### config.mk
export PLATFORM = sky130hd
export DESIGN_NAME = wdt_top
export DESIGN_NICKNAME = d
export VERILOG_FILES = /design/src/rtl/wdt_pkg.sv /design/src/rtl/wdt_count.sv /design/src/rtl/wdt_ctrl.sv /design/src/rtl/wdt_top.sv
export SDC_FILE = /design/constraint.sdc
export NUM_CORES = 1
export LEC_CHECK = 0
export ABC_CLOCK_PERIOD_IN_PS = 4900
export BUFFER_PORTS_ARGS = -buffer_cell sky130_fd_sc_hd__clkbuf_2
export CAP_MARGIN = 0
export CELL_PAD_IN_SITES_DETAIL_PLACEMENT = 1
export CELL_PAD_IN_SITES_GLOBAL_PLACEMENT = 2
export CORE_MARGIN = 4
export CORE_UTILIZATION = 37
export CTS_CLUSTER_SIZE = 40
export DETAILED_ROUTE_END_ITERATION = 12
export PLACE_DENSITY_LB_ADDON = 0.08
export SETUP_SLACK_MARGIN = 0.02
export SLEW_MARGIN = 20
export SYNTH_ARGS = -nofsm -noshare
export SYNTH_HDL_FRONTEND = slang
export SYNTH_SLANG_ARGS = --single-unit
### constraint.sdc
create_clock -name clk -period 4.9 [get_ports clk]
set_clock_uncertainty 0.1 [all_clocks]
set_input_delay 0.98 -clock clk [delete_from_list [all_inputs] [get_ports clk]]
set_output_delay 0.98 -clock clk [all_outputs]
set_load 0.02 [all_outputs]
### src/rtl/wdt_pkg.sv
`timescale 1ns/1ps
package wdt_pkg;
  // register word offsets
  localparam int OFS_LOAD  = 0;
  localparam int OFS_VALUE = 1;
  localparam int OFS_CTRL  = 2;
  localparam int OFS_CLEAR = 3;
  localparam int OFS_RAW   = 4;
  localparam int OFS_MASK  = 5;
  localparam int OFS_LOCK  = 6;

  localparam logic [31:0] UNLOCK_KEY = 32'h1ACC_E551;

  // strobes from control to the counting datapath
  typedef struct packed {
    logic wrLoad;  // take new reload value into both registers
    logic reload;  // copy reload value into counter
    logic run;     // count down
  } cntStrobe_t;
endpackage

### src/rtl/wdt_count.sv
`timescale 1ns/1ps
module wdt_count
  import wdt_pkg::*;
#(
  parameter int CNT_W = 32
) (
  input  logic             clk,
  input  logic             rstN,
  input  cntStrobe_t       strb,
  input  logic [CNT_W-1:0] wrData,
  output logic [CNT_W-1:0] cntVal,
  output logic [CNT_W-1:0] loadVal,
  output logic             cntZero
);
  logic [CNT_W-1:0] cntQ;
  logic [CNT_W-1:0] loadQ;

  always_ff @(posedge clk or negedge rstN) begin
    if (!rstN) begin
      cntQ  <= '1;
      loadQ <= '1;
    end else if (strb.wrLoad) begin
      cntQ  <= wrData;
      loadQ <= wrData;
    end else if (strb.reload) begin
      cntQ  <= loadQ;
    end else if (strb.run && (cntQ != '0)) begin
      cntQ  <= cntQ - 1'b1;
    end
  end

  assign cntVal  = cntQ;
  assign loadVal = loadQ;
  assign cntZero = (cntQ == '0);


  dec_step_chk: assert property (@(posedge clk) disable iff (!rstN)
    (strb.run && !strb.reload && !strb.wrLoad && cntQ != '0) |=> cntQ == $past(cntQ) - 1'b1);


  reload_val_chk: assert property (@(posedge clk) disable iff (!rstN)
    (strb.reload && !strb.wrLoad) |=> cntQ == $past(loadQ));


  load_hold_chk: assert property (@(posedge clk) disable iff (!rstN)
    !strb.wrLoad |=> $stable(loadQ));
endmodule

### src/rtl/wdt_ctrl.sv
`timescale 1ns/1ps
module wdt_ctrl
  import wdt_pkg::*;
#(
  parameter int CNT_W  = 32,
  parameter int ADDR_W = 3
) (
  input  logic              clk,
  input  logic              rstN,
  input  logic              busValid,
  input  logic              busWrite,
  input  logic [ADDR_W-1:0] busAddr,
  input  logic [CNT_W-1:0]  busWdata,
  output logic [CNT_W-1:0]  busRdata,
  input  logic [CNT_W-1:0]  cntVal,
  input  logic [CNT_W-1:0]  loadVal,
  input  logic              cntZero,
  output cntStrobe_t        strb,
  output logic              irq,
  output logic              rstReq
);
  localparam logic [ADDR_W-1:0] A_LOAD  = ADDR_W'(OFS_LOAD);
  localparam logic [ADDR_W-1:0] A_VALUE = ADDR_W'(OFS_VALUE);
  localparam logic [ADDR_W-1:0] A_CTRL  = ADDR_W'(OFS_CTRL);
  localparam logic [ADDR_W-1:0] A_CLEAR = ADDR_W'(OFS_CLEAR);
  localparam logic [ADDR_W-1:0] A_RAW   = ADDR_W'(OFS_RAW);
  localparam logic [ADDR_W-1:0] A_MASK  = ADDR_W'(OFS_MASK);
  localparam logic [ADDR_W-1:0] A_LOCK  = ADDR_W'(OFS_LOCK);
  localparam logic [CNT_W-1:0]  KEY     = CNT_W'(UNLOCK_KEY);

  logic intEn, rstEnR, locked, irqPend, rstQ;
  logic wrAcc, wrOpen, wrLoad, wrClear, wrCtrl, wrLock, timeout;

  assign wrAcc   = busValid && busWrite;
  assign wrOpen  = wrAcc && !locked;
  assign wrLoad  = wrOpen && (busAddr == A_LOAD);
  assign wrClear = wrOpen && (busAddr == A_CLEAR);
  assign wrCtrl  = wrOpen && (busAddr == A_CTRL) && !intEn;
  assign wrLock  = wrAcc && (busAddr == A_LOCK);
  assign timeout = intEn && cntZero && !wrLoad && !wrClear;

  always_comb begin
    strb.wrLoad = wrLoad;
    strb.reload = wrClear || timeout || (wrCtrl && busWdata[0]);
    strb.run    = intEn;
  end

  // control settings, write-once after enable
  always_ff @(posedge clk or negedge rstN) begin
    if (!rstN) begin
      intEn  <= 1'b0;
      rstEnR <= 1'b0;
    end else if (wrCtrl) begin
      intEn  <= busWdata[0];
      rstEnR <= busWdata[1];
    end
  end

  always_ff @(posedge clk or negedge rstN) begin
    if (!rstN)       locked <= 1'b0;
    else if (wrLock) locked <= (busWdata != KEY);
  end

  always_ff @(posedge clk or negedge rstN) begin
    if (!rstN)                                  irqPend <= 1'b0;
    else if (wrClear)                           irqPend <= 1'b0;
    else if (timeout || (wrLoad && busWdata == '0)) irqPend <= 1'b1;
  end

  always_ff @(posedge clk or negedge rstN) begin
    if (!rstN)                            rstQ <= 1'b0;
    else if (timeout && irqPend && rstEnR) rstQ <= 1'b1;
  end

  assign irq    = irqPend && intEn;
  assign rstReq = rstQ;

  always_comb begin
    busRdata = '0;
    if (busValid && !busWrite) begin
      unique case (busAddr)
        A_LOAD:  busRdata = loadVal;
        A_VALUE: busRdata = cntVal;
        A_CTRL:  busRdata = CNT_W'({rstEnR, intEn});
        A_RAW:   busRdata = CNT_W'(irqPend);
        A_MASK:  busRdata = CNT_W'(irqPend && intEn);
        A_LOCK:  busRdata = CNT_W'(locked);
        default: busRdata = '0;
      endcase
    end
  end


  rst_sticky_chk: assert property (@(posedge clk) disable iff (!rstN)
    rstQ |=> rstQ);


  rst_cause_chk: assert property (@(posedge clk) disable iff (!rstN)
    $rose(rstQ) |-> ($past(irqPend) && $past(rstEnR) && $past(cntZero)));


  ctrl_once_chk: assert property (@(posedge clk) disable iff (!rstN)
    intEn |=> (intEn && $stable(rstEnR)));


  locked_drop_chk: assert property (@(posedge clk) disable iff (!rstN)
    (locked && wrAcc && busAddr != A_LOCK) |=> ($stable(loadVal) && $stable(intEn)));


  pend_cause_chk: assert property (@(posedge clk) disable iff (!rstN)
    $rose(irqPend) |-> ($past(cntZero && intEn) || $past(wrLoad)));
endmodule

### src/rtl/wdt_top.sv
`timescale 1ns/1ps
module wdt_top
  import wdt_pkg::*;
#(
  parameter int CNT_W  = 32,
  parameter int ADDR_W = 3
) (
  input  logic              clk,
  input  logic              rstN,
  input  logic              busValid,
  input  logic              busWrite,
  input  logic [ADDR_W-1:0] busAddr,
  input  logic [CNT_W-1:0]  busWdata,
  output logic [CNT_W-1:0]  busRdata,
  output logic              irq,
  output logic              rstReq
);
  cntStrobe_t       strb;
  logic [CNT_W-1:0] cntVal, loadVal;
  logic             cntZero;

  wdt_ctrl #(.CNT_W(CNT_W), .ADDR_W(ADDR_W)) ctrl_i (
    .clk(clk), .rstN(rstN),
    .busValid(busValid), .busWrite(busWrite), .busAddr(busAddr),
    .busWdata(busWdata), .busRdata(busRdata),
    .cntVal(cntVal), .loadVal(loadVal), .cntZero(cntZero),
    .strb(strb), .irq(irq), .rstReq(rstReq)
  );

  wdt_count #(.CNT_W(CNT_W)) count_i (
    .clk(clk), .rstN(rstN), .strb(strb), .wrData(busWdata),
    .cntVal(cntVal), .loadVal(loadVal), .cntZero(cntZero)
  );
endmodule

# Word level (Yosys, flattened, before mapping)

Cells that the tools add are included.

Flip-flop bits (word level): 69
Word-level logic and storage cells: 53
Input bits: 39
Output and inout bits: 34

Add/subtract/negate cells: 1
Equal/unequal tests: 7
Reductions and logical operators: 31
Muxes and demuxes: 7

Operator list:

| cell                                                                       | number |
|---|---|
| 32-bit case mux with 6 select lines                                        | 1 |
| 32-bit 2-to-1 mux                                                          | 4 |
| 32-bit logical NOT                                                         | 2 |
| 32-bit by 29-bit inequality test with 1-bit output (second input constant) | 1 |
| 32-bit nonzero test                                                        | 1 |
| 32-bit by 1-bit subtractor with 32-bit output (second input constant)      | 1 |
| 1-bit logical AND                                                          | 17 |
| 3-bit == test (second input constant)                                      | 3 |
| 3-bit by 2-bit == test with 1-bit output (second input constant)           | 2 |
| 1-bit logical NOT                                                          | 5 |
| 3-bit by 1-bit == test with 1-bit output (second input constant)           | 1 |
| 3-bit logical NOT                                                          | 1 |
| 1-bit logical OR                                                           | 3 |
| 3-bit nonzero test                                                         | 1 |
| 1-bit 2-to-1 mux                                                           | 2 |
| 2-bit nonzero test                                                         | 1 |

# Depth between registers and ports, before layout

Depth after elaboration: 10
Gate-level depth with buffers: 10
Mapped depth without buffers: 8

# Modules after synthesis

A second synthesis with hierarchy kept.

Cell total of the unflattened synthesis: 562
Area total of the unflattened synthesis: 4808.4 µm²

Modules (own cells, without submodules):

| module    | cells each | times used | area each (µm²) | sequential area each (µm²) |
|---|---|---|---|---|
| wdt_count | 424        | 1          | 3887.5          | 1681.6 |
| wdt_ctrl  | 138        | 1          | 920.9           | 125.1 |

# Worst setup path before layout

No wires, ideal clock.

Path kind: input -> output
From: input busAddr[0]
To: output busRdata[10]
Slack: 1.523 ns
Arrival time: 2.297 ns
Data required time: 3.820 ns
Cell stages on the path: 5
Path through: clkbuf_1 > nor3b_1 > clkbuf_1 > a22oi_1 > nor2_1

Longest elaborated chain between the ends: 3
Elaborated cells between the ends (all ways): 8
Those cells by class: eq/ne (5); mux (2); reduce/logical (1)

Ends and longest elaborated chain:

| what                                  | RTL line       | text |
|---|---|---|
| start, declared                       | wdt_top.sv:12  | `input logic [ADDR_W-1:0] busAddr,` |
| 3-bit == test (tied with other cells) | wdt_ctrl.sv:81 | `unique case (busAddr)` |
| 32-bit case mux with 6 select lines * | wdt_ctrl.sv:81 |  |
| 32-bit 2-to-1 mux *                   | wdt_ctrl.sv:80 | `if (busValid && !busWrite) begin` |
| end, declared                         | wdt_top.sv:14  | `output logic [CNT_W-1:0] busRdata,` |

Mark *: on every way between the ends. The rest lies on a longest branch, timed or not.

# Worst setup path in the final report

Same ends and word-level chain as after synthesis.

==> impl.org <==
** Status
- Run status :: finished, final reports clean

** Timing
- Fin. Hold Viols :: 0
- Setup violations remaining at the end of the flow were counted as 0.
- At the pin with the least slew margin, the transition time is 0.895 ns.
- Final min period :: 3.41 ns
- In this run the tightest slew margin relative to its limit is 40.0%.
- After layout, the worst path uses 69.7% of the clock period.
- Summed over all failing endpoints, the final setup total negative slack is 0 ns.
- RSZ-0062 raised after global routing :: false
- Max-slew violation count :: 0
- In the post-route analysis, the smallest setup slack over all paths is 1.49 ns.
- Based on the critical path, the design can be clocked at up to 293 MHz.

** Routing
- Via total after detailed routing :: 4,669
- Residual DRC :: 0
- The pre-antenna-repair detailed-routing pass consisted of 4 iterations.
- Dividing the detail-routed wire length by the instance count gives 22.3 um.
- In the routed layout, each cell is associated on average with a via count of 5.95.
- First DRT Iteration DRCs :: 306
- Total Routed Length :: 17,500 um
- Antenna viol nets, final :: 0

** Clocking
- Clock-pin slew was measured on the worst setup and hold paths at 0.05 ns.
- Clock tree synthesis selected as its root buffer the cell sky130_fd_sc_hd__clkbuf_16.
- For the worst-skew pair, the clock arrives at the later sink with an insertion delay of 0.35 ns.
- After clock tree synthesis, the setup repair step added 0 buffers.
- CTS H-tree lvls :: 3
- The clock passes through at most 2 buffers.
- TritonCTS Buffers :: 9
- Hold repair after CTS inserted 0 buffers.
- Number of clock sinks seen by CTS :: 69
- After clock tree synthesis, the repair step resized 0 gates.
- TritonCTS built the clock tree.

** Synthesis
- Most common flop cell mapped by yosys :: sky130_fd_sc_hd__dfstp_2
- Async SR Flop Fraction :: 100%
- Count of synthesis-stage warnings from yosys :: 0
- The share of the Yosys chip area taken by registers is 39.4%.
- Synth Cell Area :: 4590 um^2
- The synthesized design spends more area on one cell type than any other, namely sky130_fd_sc_hd__dfstp_2.
- In the post-synthesis netlist, the biggest area contributors are sky130_fd_sc_hd__dfstp_2 37%, sky130_fd_sc_hd__nand2_1 8.4%, sky130_fd_sc_hd__nor2_1 6.1%, sky130_fd_sc_hd__a22oi_1 5.7%, sky130_fd_sc_hd__dfrtp_1 2.7%.
- Library cells used by synthesis :: 70
- Post-synthesis instance total :: 556
- Dividing the synthesized area by the synthesized cell count gives 8.25 um^2.
- In this run, synthesis produced a sequential element count of 69.
- In this run, synthesis inferred 0 flip-flops with an integrated enable.
- The number of nets handed over by synthesis was 597.
- After synthesis, the largest area contributor takes up 36.6% of total cell area.

** Final layout
- Layout Area Growth over Synthesis :: 17.1%
- Cells fill 44.6% of the core in the end.
- The final layout contains 655 nets.
- The repair_antennas step left the layout with diodes totalling 0.
- Fraction of final layout cells with drive strength greater than 1 :: 29.8%
- Post-Layout Inst Area :: 5380 um^2

** Floorplanning
- Initial cell density of the core :: 38.0%
- The core region is 12,100 um^2.
- Die ar. :: 14,200 um^2
- Row Count :: 40
- Die height :: 119 um
- Number of top-level pins :: 73
- Width of the die :: 119 um

** Setup path
- STA classifies the critical path startpoint as a primary input.
- Data on the critical path arrives at its endpoint at 2.33 ns.
- Number of gates on the worst path with buffers counted :: 6
- STA puts the critical path data required time at 3.82 ns.
- Critical Path Slowest Stage Cell :: sky130_fd_sc_hd__buf_4
- Max FO, Critical Path :: 31
- Kind of end point of the critical path :: output port
- Critical path startpoint :: busAddr[0]
- The worst register-to-register path begins at count_i.cntVal[0]$_DFFE_PN1P_.
- The critical path contains buffers and inverters numbering 3 combined.
- The signal on the critical path passes through clkbuf_2, nor3b_2, buf_4, a22oi_1, nor2_1, clkbuf_2.
- Internal reg-to-reg setup slack :: 1.66 ns
- The critical path is of the primary input to output port type.
- The worst register-to-register path has a depth of 8.
- On the critical path the largest part of the delay comes from buffers and inverters.
- Following the worst setup path forward leads to its endpoint at busRdata[10].
- In this design, the stage delay of the slowest critical-path cell is 0.43 ns.
- Worst r2r dst :: count_i.cntVal[22]$_DFFE_PN1P_
- Most Frequent Cell on Critical Path :: sky130_fd_sc_hd__clkbuf_2

** Job
- Across the run, the number of max-cap violations was 0.

** GRT
- Largest net degree at the start of global routing :: 47
- Global routing usage summed across all routing layers :: 25.2%
- Summed over all layers, the global routing overflow is 0.
- The number of antenna violations at the first check in global routing is 0.
- First-pass GRT wire length :: 28,000 um
- The number of global-route vias before repair came to 4,882.

** Power
- VDD sags by at most 0.179 mV.
- For this design the static power due to leakage is 0.00223 uW.
- Pwr/cell area :: 459 nW/um^2

** Placement
- Worst Setup Slack post-DPL :: 1.38 ns
- The congestion estimate from routability-driven global placement came to 0.817.
- The wire-length estimate of the detail-placed layout is 12,200 um.
- Once placement finished, the instance area stood at 5110 um^2.
- Port bufs :: 72

** Worst hold path
- Hold WC Path Type :: register to register
worst register-to-register path, cell delays in order, from the launching register on:
cell and delay (ns):
sky130_fd_sc_hd__dfstp_2 0.40, sky130_fd_sc_hd__inv_1 0.10, sky130_fd_sc_hd__ha_1 0.17, sky130_fd_sc_hd__nor4b_1 0.30
sky130_fd_sc_hd__nand4_1 0.28, sky130_fd_sc_hd__or4_4 0.64, sky130_fd_sc_hd__o21ai_4 0.67, sky130_fd_sc_hd__a2111oi_0 0.23
sky130_fd_sc_hd__a211oi_1 0.26
metrics by stage:
step | total power (uW) | hold WS (ns) | cells
after CTS | 2480 | 0.369 | 785
after global placement | 1820 | 0.353 | 771
after global routing | 2630 | 0.382 | 785
after detailed placement | 1850 | 0.359 | 771
after floorplan | 1610 | 0.346 | 556
final | 2470 | 0.367 | 785
cells in the mapped netlist, drive strengths merged, types with 6 or more instances:
cell type	number
a21o	7
a21oi	17
a22oi	35
and2	6
buf	11
clkbuf	27
dfstp	64
inv	7
mux2i	8
nand2	103
nand3	19
nand4	20
nor2	74
nor3	25
nor4	13
o211ai	8
o21ai	18
or3	8
xor2	6
where the power goes:
| part | switching, uW | internal, uW |
|---|---|---|
| Clock | 251 | 363 |
| Sequential | 279 | 910 |
| Combinational | 372 | 295 |
| Total | 903 | 1570 |
registers in the layout, indices dropped and copies added (netlist names):
signal,flops
count_i.cntVal,32
ctrl_i.irqPend,1
ctrl_i.rstEnR,1
count_i.loadVal,32
ctrl_i.intEn,1
ctrl_i.locked,1
ctrl_i.rstReq,1
worst min path at each step:
| stage | from | endpoint | slack (ns) | depth (start not counted) |
|---|---|---|---|---|
| after floorplan | count_i.loadVal[12]$_DFFE_PN1P_ | count_i.loadVal[12]$_DFFE_PN1P_ | 0.35 | 2 |
| after global placement | ctrl_i.rstReq$_DFFE_PN0P_ | ctrl_i.rstReq$_DFFE_PN0P_ | 0.35 | 1 |
| after detailed placement | count_i.loadVal[13]$_DFFE_PN1P_ | count_i.loadVal[13]$_DFFE_PN1P_ | 0.36 | 2 |
| after CTS | count_i.loadVal[7]$_DFFE_PN1P_ | count_i.loadVal[7]$_DFFE_PN1P_ | 0.37 | 2 |
| after global routing | count_i.loadVal[12]$_DFFE_PN1P_ | count_i.loadVal[12]$_DFFE_PN1P_ | 0.38 | 2 |
| final | count_i.loadVal[7]$_DFFE_PN1P_ | count_i.loadVal[7]$_DFFE_PN1P_ | 0.37 | 2 |
kinds of logic after synthesis:
kind of cell / count (synthesis) / share of synthesized area (%)
simple gates: 289 / 30.6
compound gates: 130 / 21.0
flops: 69 / 39.4
buf+inv: 45 / 4.09
xor+xnor: 11 / 2.10
mux: 10 / 2.24
fa+ha+maj: 2 / 0.545
placed cells by master, fill, tap and decap left out, drive strengths merged, types with 4 or more instances in the layout:
master    n
o21ai    18
buf      14
nor2     74
o211ai    8
mux2i     8
a22oi    35
a21oi    17
and2      6
nand2   103
a21o      7
clkbuf   83
nor3     25
dfrtp     5
dfstp    64
or4       5
nor4     13
xor2      6
xnor2     5
a31oi     4
inv       7
nand4    20
nand3    19
or3       8
a221oi    5
final cells by class:
cell class	instances	area (um^2)
Fill cell	1434	6690
Multi-Input combinational cell	442	2610
Sequential cell	69	1810
Timing Repair Buffer	85	460
Clock buffer	12	256
Tap cell	168	210
Inverter	7	26.3
Clock inverter	2	10.0
metal layers:
| metal | share of wire [%] | GRT usage [%] | wire [um] | up-vias |
|---|---|---|---|---|
| met5 | 0 | 0 | 0 | - |
| met4 | 1.7 | 7.87 | 301 | 0 |
| met3 | 4.6 | 4.99 | 807 | 20 |
| met2 | 46 | 39.9 | 8130 | 124 |
| met1 | 47 | 34.7 | 8250 | 2363 |
| li1 | - | - | - | 2162 |
Note: power is estimated with default switching activity, not from simulation.
